==> config.mk <==
export PLATFORM = sky130hd
export DESIGN_NAME = periph_access_arb
export DESIGN_NICKNAME = d
export VERILOG_FILES = /design/src/rtl/pa_pkg.sv /design/src/rtl/pa_cfg.sv /design/src/rtl/pa_perm.sv /design/src/rtl/pa_arb.sv /design/src/rtl/periph_access_arb.sv
export SDC_FILE = /design/constraint.sdc
export NUM_CORES = 1
export LEC_CHECK = 0
export CORE_MARGIN = 5
export CORE_UTILIZATION = 35
export CTS_BUF_LIST = sky130_fd_sc_hd__clkbuf_8 sky130_fd_sc_hd__clkbuf_16
export DETAILED_ROUTE_END_ITERATION = 8
export DONT_BUFFER_PORTS = 1
export PLACE_DENSITY_LB_ADDON = 0.12
export SETUP_SLACK_MARGIN = 0.1
export SYNTH_ARGS = -nofsm -noshare
export SYNTH_HDL_FRONTEND = slang
export SYNTH_SLANG_ARGS = --single-unit
==> constraint.sdc <==
create_clock -name clk -period 2.4 [get_ports clk]
set_input_delay 0.24 -clock clk [delete_from_list [all_inputs] [get_ports clk]]
set_output_delay 0.24 -clock clk [all_outputs]
set_load 0.02 [all_outputs]
==> src/rtl/pa_pkg.sv <==
package pa_pkg;
  localparam int NUM_M = 4;
  localparam int IDW   = 2;

  typedef enum logic [IDW-1:0] {
    M_CPU1 = 2'd0,
    M_CPU2 = 2'd1,
    M_ACC  = 2'd2,
    M_DMA  = 2'd3
  } master_e;

  localparam logic [1:0] PERM_FULL = 2'b11;
  localparam logic [1:0] PERM_RO   = 2'b01;
  localparam logic [1:0] PERM_NONE = 2'b00;

  typedef struct packed {
    logic           valid;
    logic           err;
    logic           rd;
    logic [IDW-1:0] id;
  } rsp_t;
endpackage

==> src/rtl/pa_cfg.sv <==
module pa_cfg
  import pa_pkg::*;
(
  input  logic               clk,
  input  logic               rst_n,
  input  logic               wr_en,
  input  logic               owner_in,
  input  logic [2*NUM_M-1:0] perm_in,
  output logic               owner_q,
  output logic [2*NUM_M-1:0] perm_q
);
  logic               owner_d;
  logic [2*NUM_M-1:0] perm_d;
  logic [2*NUM_M-1:0] perm_rst;

  always_comb begin
    perm_rst = '0;
    perm_rst[2*M_CPU1 +: 2] = PERM_FULL;
  end

  always_comb begin
    owner_d = owner_q;
    perm_d  = perm_q;
    if (wr_en) begin
      owner_d = owner_in;
      perm_d  = perm_in;
    end
  end

  always_ff @(posedge clk or negedge rst_n) begin
    if (!rst_n) begin
      owner_q <= 1'b0;
      perm_q  <= perm_rst;
    end else begin
      owner_q <= owner_d;
      perm_q  <= perm_d;
    end
  end
endmodule

==> src/rtl/pa_perm.sv <==
module pa_perm
  import pa_pkg::*;
(
  input  logic               owner,
  input  logic [2*NUM_M-1:0] perm,
  input  logic [NUM_M-1:0]   is_wr,
  output logic [NUM_M-1:0]   allow
);
  for (genvar i = 0; i < NUM_M; i++) begin : g_m
    logic       on_side;
    logic [1:0] fld;
    logic       ok_wr;
    logic       ok_rd;

    if (i == int'(M_CPU1)) begin : g_c1
      assign on_side = (owner == 1'b0);
    end else if (i == int'(M_CPU2)) begin : g_c2
      assign on_side = (owner == 1'b1);
    end else begin : g_shared
      assign on_side = 1'b1;
    end

    assign fld      = perm[2*i +: 2];
    assign ok_wr    = (fld == PERM_FULL);
    assign ok_rd    = (fld == PERM_FULL) || (fld == PERM_RO);
    assign allow[i] = on_side && (is_wr[i] ? ok_wr : ok_rd);
  end
endmodule

==> src/rtl/pa_arb.sv <==
module pa_arb
  import pa_pkg::*;
(
  input  logic [NUM_M-1:0] req,
  input  logic [NUM_M-1:0] we,
  output logic [NUM_M-1:0] gnt,
  output logic [IDW-1:0]   gnt_id,
  output logic             gnt_vld
);
  localparam logic [IDW-1:0] ORDER [NUM_M] = '{2'd3, 2'd2, 2'd0, 2'd1};

  logic [NUM_M-1:0] wr_pend;
  logic [NUM_M-1:0] rd_pend;
  logic [NUM_M-1:0] pool;

  assign wr_pend = req & we;
  assign rd_pend = req & ~we;
  assign pool    = (|wr_pend) ? wr_pend : rd_pend;

  always_comb begin
    gnt_id  = '0;
    gnt_vld = |pool;
    for (int r = NUM_M - 1; r >= 0; r--) begin
      if (pool[ORDER[r]]) gnt_id = ORDER[r];
    end
    gnt = '0;
    if (gnt_vld) gnt[gnt_id] = 1'b1;
  end
endmodule

==> src/rtl/periph_access_arb.sv <==
module periph_access_arb
  import pa_pkg::*;
#(
  parameter int AW = 4,
  parameter int DW = 16
) (
  input  logic                clk,
  input  logic                rst_n,
  input  logic                cfg_we,
  input  logic                cfg_owner,
  input  logic [2*NUM_M-1:0]  cfg_access,
  input  logic [NUM_M-1:0]    m_req,
  input  logic [NUM_M-1:0]    m_we,
  input  logic [NUM_M*AW-1:0] m_addr,
  input  logic [NUM_M*DW-1:0] m_wdata,
  output logic [NUM_M-1:0]    m_stall,
  output logic                rf_en,
  output logic                rf_we,
  output logic [AW-1:0]       rf_addr,
  output logic [DW-1:0]       rf_wdata,
  input  logic [DW-1:0]       rf_rdata,
  output logic                rsp_valid,
  output logic [IDW-1:0]      rsp_id,
  output logic                rsp_err,
  output logic [DW-1:0]       rsp_rdata
);
  logic [1:0]         rst_pipe;
  logic               rst_int_n;
  logic               own_q;
  logic [2*NUM_M-1:0] perm_q;
  logic [NUM_M-1:0]   allow;
  logic [NUM_M-1:0]   gnt;
  logic [IDW-1:0]     gnt_id;
  logic               gnt_vld;
  logic               gnt_ok;
  rsp_t               rsp_d;
  rsp_t               rsp_q;

  always_ff @(posedge clk or negedge rst_n) begin
    if (!rst_n) rst_pipe <= 2'b00;
    else        rst_pipe <= {rst_pipe[0], 1'b1};
  end
  assign rst_int_n = rst_pipe[1];

  pa_cfg u_cfg (
    .clk      (clk),
    .rst_n    (rst_int_n),
    .wr_en    (cfg_we),
    .owner_in (cfg_owner),
    .perm_in  (cfg_access),
    .owner_q  (own_q),
    .perm_q   (perm_q)
  );

  pa_perm u_perm (
    .owner (own_q),
    .perm  (perm_q),
    .is_wr (m_we),
    .allow (allow)
  );

  pa_arb u_arb (
    .req     (m_req),
    .we      (m_we),
    .gnt     (gnt),
    .gnt_id  (gnt_id),
    .gnt_vld (gnt_vld)
  );

  assign m_stall  = m_req & ~gnt;
  assign gnt_ok   = gnt_vld && allow[gnt_id];
  assign rf_en    = gnt_ok;
  assign rf_we    = gnt_ok && m_we[gnt_id];
  assign rf_addr  = m_addr[gnt_id*AW +: AW];
  assign rf_wdata = m_wdata[gnt_id*DW +: DW];

  always_comb begin
    rsp_d.valid = gnt_vld;
    rsp_d.err   = gnt_vld && !allow[gnt_id];
    rsp_d.rd    = gnt_ok && !m_we[gnt_id];
    rsp_d.id    = gnt_id;
  end

  always_ff @(posedge clk or negedge rst_int_n) begin
    if (!rst_int_n) rsp_q <= '0;
    else            rsp_q <= rsp_d;
  end

  assign rsp_valid = rsp_q.valid;
  assign rsp_id    = rsp_q.id;
  assign rsp_err   = rsp_q.err;
  assign rsp_rdata = rsp_q.rd ? rf_rdata : '0;
endmodule

-- Word-level counts from Yosys, hierarchy flattened
Cells that the tools add are included.
- register bits: 16
- output and inout port bits: 46
- equality and inequality tests: 8
- magnitude comparators: 2
- reductions and logical operators: 15
- bitwise gates (word level): 6
- shifts and indexed selects: 2
- muxes and demuxes: 17
- operators by type and width (cell ; number):
    64-bit by 7-bit variable part select with 16-bit output ; 1
    16-bit 2-to-1 mux ; 1
    16-bit by 5-bit variable part select with 4-bit output ; 1
    4-bit AND ; 3
    2-bit by 1-bit == test with 1-bit output, second input constant ; 4
    2-bit == test, second input constant ; 4
    1-bit 2-to-1 mux ; 8
    4-bit 2-to-1 mux ; 2
    4-bit inverter ; 2
    4-bit OR reduction ; 2
    1-bit logical AND ; 7
    2-bit 2-to-1 mux ; 3
    1-bit binary-select mux with 2-bit select ; 2
    1-bit logical OR ; 4
    2-bit by 3-bit < comparator with 1-bit output, second input constant ; 1
    1-bit demux with 2-bit select ; 1
    2-bit by 1-bit >= comparator with 1-bit output, second input constant ; 1
    1-bit logical NOT ; 2
    1-bit inverter ; 1

-- Depth between registers and ports, before layout
- depth after elaboration: 14
- depth in mapped cells: 6
- gate-level depth less buffers: 6

-- Hierarchy
Synthesis repeated with hierarchy kept, for this count alone.
- cell total of the unflattened synthesis: 112
- area, all modules: 1458.9 um^2
- modules (own cells, without submodules) (module ; times used ; area each (um^2) ; cells each):
    periph_access_arb ; 1 ; 883.3 ; 62
    pa_cfg ; 1 ; 374.1 ; 19
    pa_arb ; 1 ; 140.1 ; 22
    pa_perm ; 1 ; 61.3 ; 9

-- Least setup slack after synthesis
No wires, ideal clock.
- path kind: in2out
- from: input port m_we[3]
- to: output port rf_we
- required time: 2160 ps
- arrival time: 1598 ps
- stages: 5
- setup slack: 562 ps
- cell sequence: a22oi_1 > o21ai_0 > o22ai_1 > a21oi_1 > nor3b_1
- word-level cells in the longest chain between the ends: 11
- elaborated cells on any way between the ends: 17
- classes of those cells: mux (10); bitwise (3); reduce/logical (4)
- ends and longest elaborated chain (item ; line ; source):
    start: declaration ; periph_access_arb.sv:13 ; input logic [NUM_M-1:0] m_we,
    4-bit AND ; pa_arb.sv:16 ; assign wr_pend = req & we;
    4-bit OR reduction ; pa_arb.sv:18 ; assign pool = (|wr_pend) ? wr_pend : rd_pend;
    4-bit 2-to-1 mux ; pa_arb.sv:18 ;
    1-bit 2-to-1 mux ; pa_arb.sv:24 ; if (pool[ORDER[r]]) gnt_id = ORDER[r];
    2-bit 2-to-1 mux (3 in series) ; pa_arb.sv:24 ;
    1-bit binary-select mux with 2-bit select ; periph_access_arb.sv:71 ; assign gnt_ok = gnt_vld && allow[gnt_id];
    1-bit 2-to-1 mux (implied by the code) ; periph_access_arb.sv:71 ;
    1-bit logical AND ; periph_access_arb.sv:71 ;
    1-bit logical AND (*) ; periph_access_arb.sv:73 ; assign rf_we = gnt_ok && m_we[gnt_id];
    end: declaration ; periph_access_arb.sv:18 ; output logic rf_we,
Every way passes the cells marked *; elsewhere a longest branch is shown, timed or not. The select of a mux whose other input is x is not followed.

-- Final worst setup path
- from: input port m_we[3]
- to: output port rf_wdata[4]
- word-level cells in the longest chain between the ends: 8
- elaborated cells on any way between the ends: 10
- classes of those cells: shift (1); mux (5); bitwise (3); reduce/logical (1)
- ends and longest elaborated chain (item ; line ; source):
    4-bit AND ; pa_arb.sv:16 ;
    4-bit OR reduction ; pa_arb.sv:18 ;
    4-bit 2-to-1 mux (*) ; pa_arb.sv:18 ;
    1-bit 2-to-1 mux ; pa_arb.sv:24 ;
    2-bit 2-to-1 mux (2 in series) ; pa_arb.sv:24 ;
    2-bit 2-to-1 mux (*) ; pa_arb.sv:24 ;
    64-bit by 7-bit variable part select with 16-bit output (*) ; periph_access_arb.sv:75 ; assign rf_wdata = m_wdata[gnt_id*DW +: DW];
    end: declaration ; periph_access_arb.sv:20 ; output logic [DW-1:0] rf_wdata,
Every way passes the cells marked *; elsewhere a longest branch is shown, timed or not.

==> flow_summary.ini <==
[drt]
top_layer_used = met4
m1WireLength_um = 1810
initialDrtViolationCount = 43
met3WireLength_um = 514
drt_wl_total_um = 4860
vias = 1373
dr.pass1.iters = 4
vias_per_cell = 6.33
post-route-drc-count = 0
ant_nets = 0
dr_wl_met2_um = 2500
avgRoutedWirePerCell_um = 22.4

[global_routing]
grt_max_degree = 22
track_usage_pct = 15.7
overflow = 0
antenna_found_initial = 0
grt_pass1_vias = 1506
grt_pass1_wl_um = 7820

[sta]
rsz0062_at_grt = false
fin_hold_ws_ns = 0.143
hold_viol = 0
max_freq_mhz = 498
setup_tns_ns = 0
worstMarginPinSlew_ns = 0.742
fin_crit_sh_pct = 83.6
setup_viol = 0
clock_skew_ns = 0.00428
slew_headroom_pct = 50.5
maxSlewViolCount = 0
fin_crit_ns = 2.01

[synth]
synth-edff-count = 0
syn_nets = 283
ys_warn_count = 0
synth_top_area_share_pct = 22.9
synth_simple_gate_area_share_pct = 19.6
synth-compound-area-share_pct = 38.7
synth_cells = 167
yosys_register_bits = 16
ys_top_cells_by_area = dfrtp_1 (23%), o2bb2ai_1 (11%), a221oi_2 (9.8%), and2_1 (7.0%), mux2_2 (6.6%)
ys_types = 41
synth_area_mm2 = 0.00153
synth_ff_type = dfrtp_1
synth_top_family_by_area = compound AO/OA/AOI/OAI gates
synth_xor_area_share_pct = 0
synth-seq-area-share_pct = 26.4
yosys-mux-area-fraction_pct = 7.94
ys_async_sr_fraction_pct = 100
synth_fa_ha_area_share_pct = 0
synth.avg_cell_area_um2 = 9.15
yosysTopAreaCell = dfrtp_1

[critical_path]
cp-end-kind = primary output
path_buf_inv = 0
slowest_stage = and3_1
cpPeakStageDelay_ns = 0.70
r2r_start = u_cfg.perm_q[1]$_DFFE_PN1P_
cp_max_fo = 19
worstPathCellList = a22oi_1 > a32oi_4 > and3_1 > o2bb2ai_1
critPathLaunch = m_we[3]
cp.arrival_ns = 1.77
crit_family = compound AO/OA/AOI/OAI gates
crit_type = in -> out
critPathLaunchType = input port
worstPathRequired_ns = 2.16

[final_layout]
instances_no_fill = 217
fillers = 455
num_antenna_cells = 0
area.growth.synth_to_final_pct = 5.16
final_nets = 282
final_common_cell = nor2_1
layout_common_cells = nor2_1 (22), o2bb2ai_1 (19), and2_1 (17), dfrtp_1 (14), a221oi_2 (10)
post_route_cells_drive_above_1_share_pct = 23.0

[pwr]
peakVddDrop_v = 0.000312
power_density_mw_per_mm2 = 543
leakage_nw = 0.596

[clocking]
cts-htree-levels = 1
clk_path_buf_depth = 2
post_cts_buffers = 0
cts_tree = built
clk_pin_slew_ns = 0.06
clk_latency_ns = 0.24
post_cts_resized = 0
clock-sinks = 16
cts-root-buf = clkbuf_8
cts_buffers = 3

[die]
die_y_um = 76.1
die_x_um = 76.1
die_area_mm2 = 0.00579
core_area_mm2 = 0.00429
io-pin-count = 162
start_util_pct = 35.6
row_count = 24

[worst_hold_path]
min_from = cfg_access[5]
hp-class = in -> reg

[placement]
port_buffers = 0
dp.cells = 212
gp_congestion = 0.739
dp_hpwl_um = 4080

[run]
drv_cap = 0

[status]
outcome = finished clean
==> area by class of cell <==
cell class	instances	area, µm²	share of cell area (%)
Sequential cell	16	403	25.1
Multi-Input combinational cell	133	1020	63.5
Tap cell	52	65.1	4.05
Clock buffer	3	41.3	2.57
Clock inverter	1	3.75	0.234
Timing Repair Buffer	7	55.1	3.43
Inverter	5	18.8	1.17
==> power breakdown <==
group / internal, mW / switching (mW) / leakage (nW)
registers: 0.298 / 0.0306 / 0.183
logic: 0.116 / 0.230 / 0.386
clock network: 0.113 / 0.0854 / 0.0269
total: 0.527 / 0.346 / 0.596
==> per-stage QoR <==
step / setup WS, ns / power [mW] / area, µm² / util [%]
final: 0.394 / 0.873 / 1610 / 37.4
after global routing: 0.251 / 0.937 / 1610 / 37.4
after CTS: 0.378 / 0.884 / 1610 / 37.4
after detailed placement: 0.403 / 0.681 / 1550 / 36.1
after global placement: 0.467 / 0.675 / 1550 / 36.1
after floorplan: 0.562 / 0.639 / 1530 / -
==> registers in the layout, indices dropped and copies added (netlist names) <==
| signal | flops |
|---|---|
| u_cfg.perm_q | 8 |
| rsp_id | 2 |
| rst_pipe | 2 |
| rsp_err | 1 |
| rsp_q | 1 |
| rsp_valid | 1 |
| u_cfg.owner_q | 1 |
==> repair_timing <==
| action | 4_1_cts | 5_1_grt |
|---|---|---|
| endpoints found under the hold margin | 2 | 0 |
| setup endpoints to repair | 0 | 0 |
| hold buffers | 1 | 0 |
==> synth_stat cells, drive strengths merged (4+ instances only) <==
master,count
and2,17
buf,9
nand2,4
o2bb2ai,19
mux2,9
dfrtp,14
a21oi,5
clkbuf,4
o21ai,7
a221oi,19
nor2,23
inv,5
o21a,4
==> logic make-up after synthesis <==
| kind of cell | after synthesis |
|---|---|
| other | 1 |
| DFF | 16 |
| buffers and inverters | 18 |
| and+or+nand+nor | 57 |
| muxes | 11 |
| AOI/OAI and AO/OA | 64 |
==> routing by layer <==
layer	track usage, %	vias to the layer above
li1	-	632
met1	18.2	646
met5	0	-
met4	3.85	0
met3	5.08	4
met2	27.8	91
==> path summary, 6_finish.rpt <==
kind,endpoint,slack (ns),cells past startpoint
max in group asynchronous,u_cfg.perm_q[1]$_DFFE_PN1P_,1.80,0
worst min register to register,u_cfg.perm_q[6]$_DFFE_PN0P_,0.22,0
worst max register to register,rsp_q[2]$_DFF_PN0_,1.17,5
worst max-delay path,rf_wdata[4],0.39,4
min in group asynchronous,u_cfg.perm_q[6]$_DFFE_PN0P_,0.22,0
worst min-delay path,u_cfg.perm_q[5]$_DFFE_PN0P_,0.14,1
Note: power is estimated with default switching activity, not from simulation.
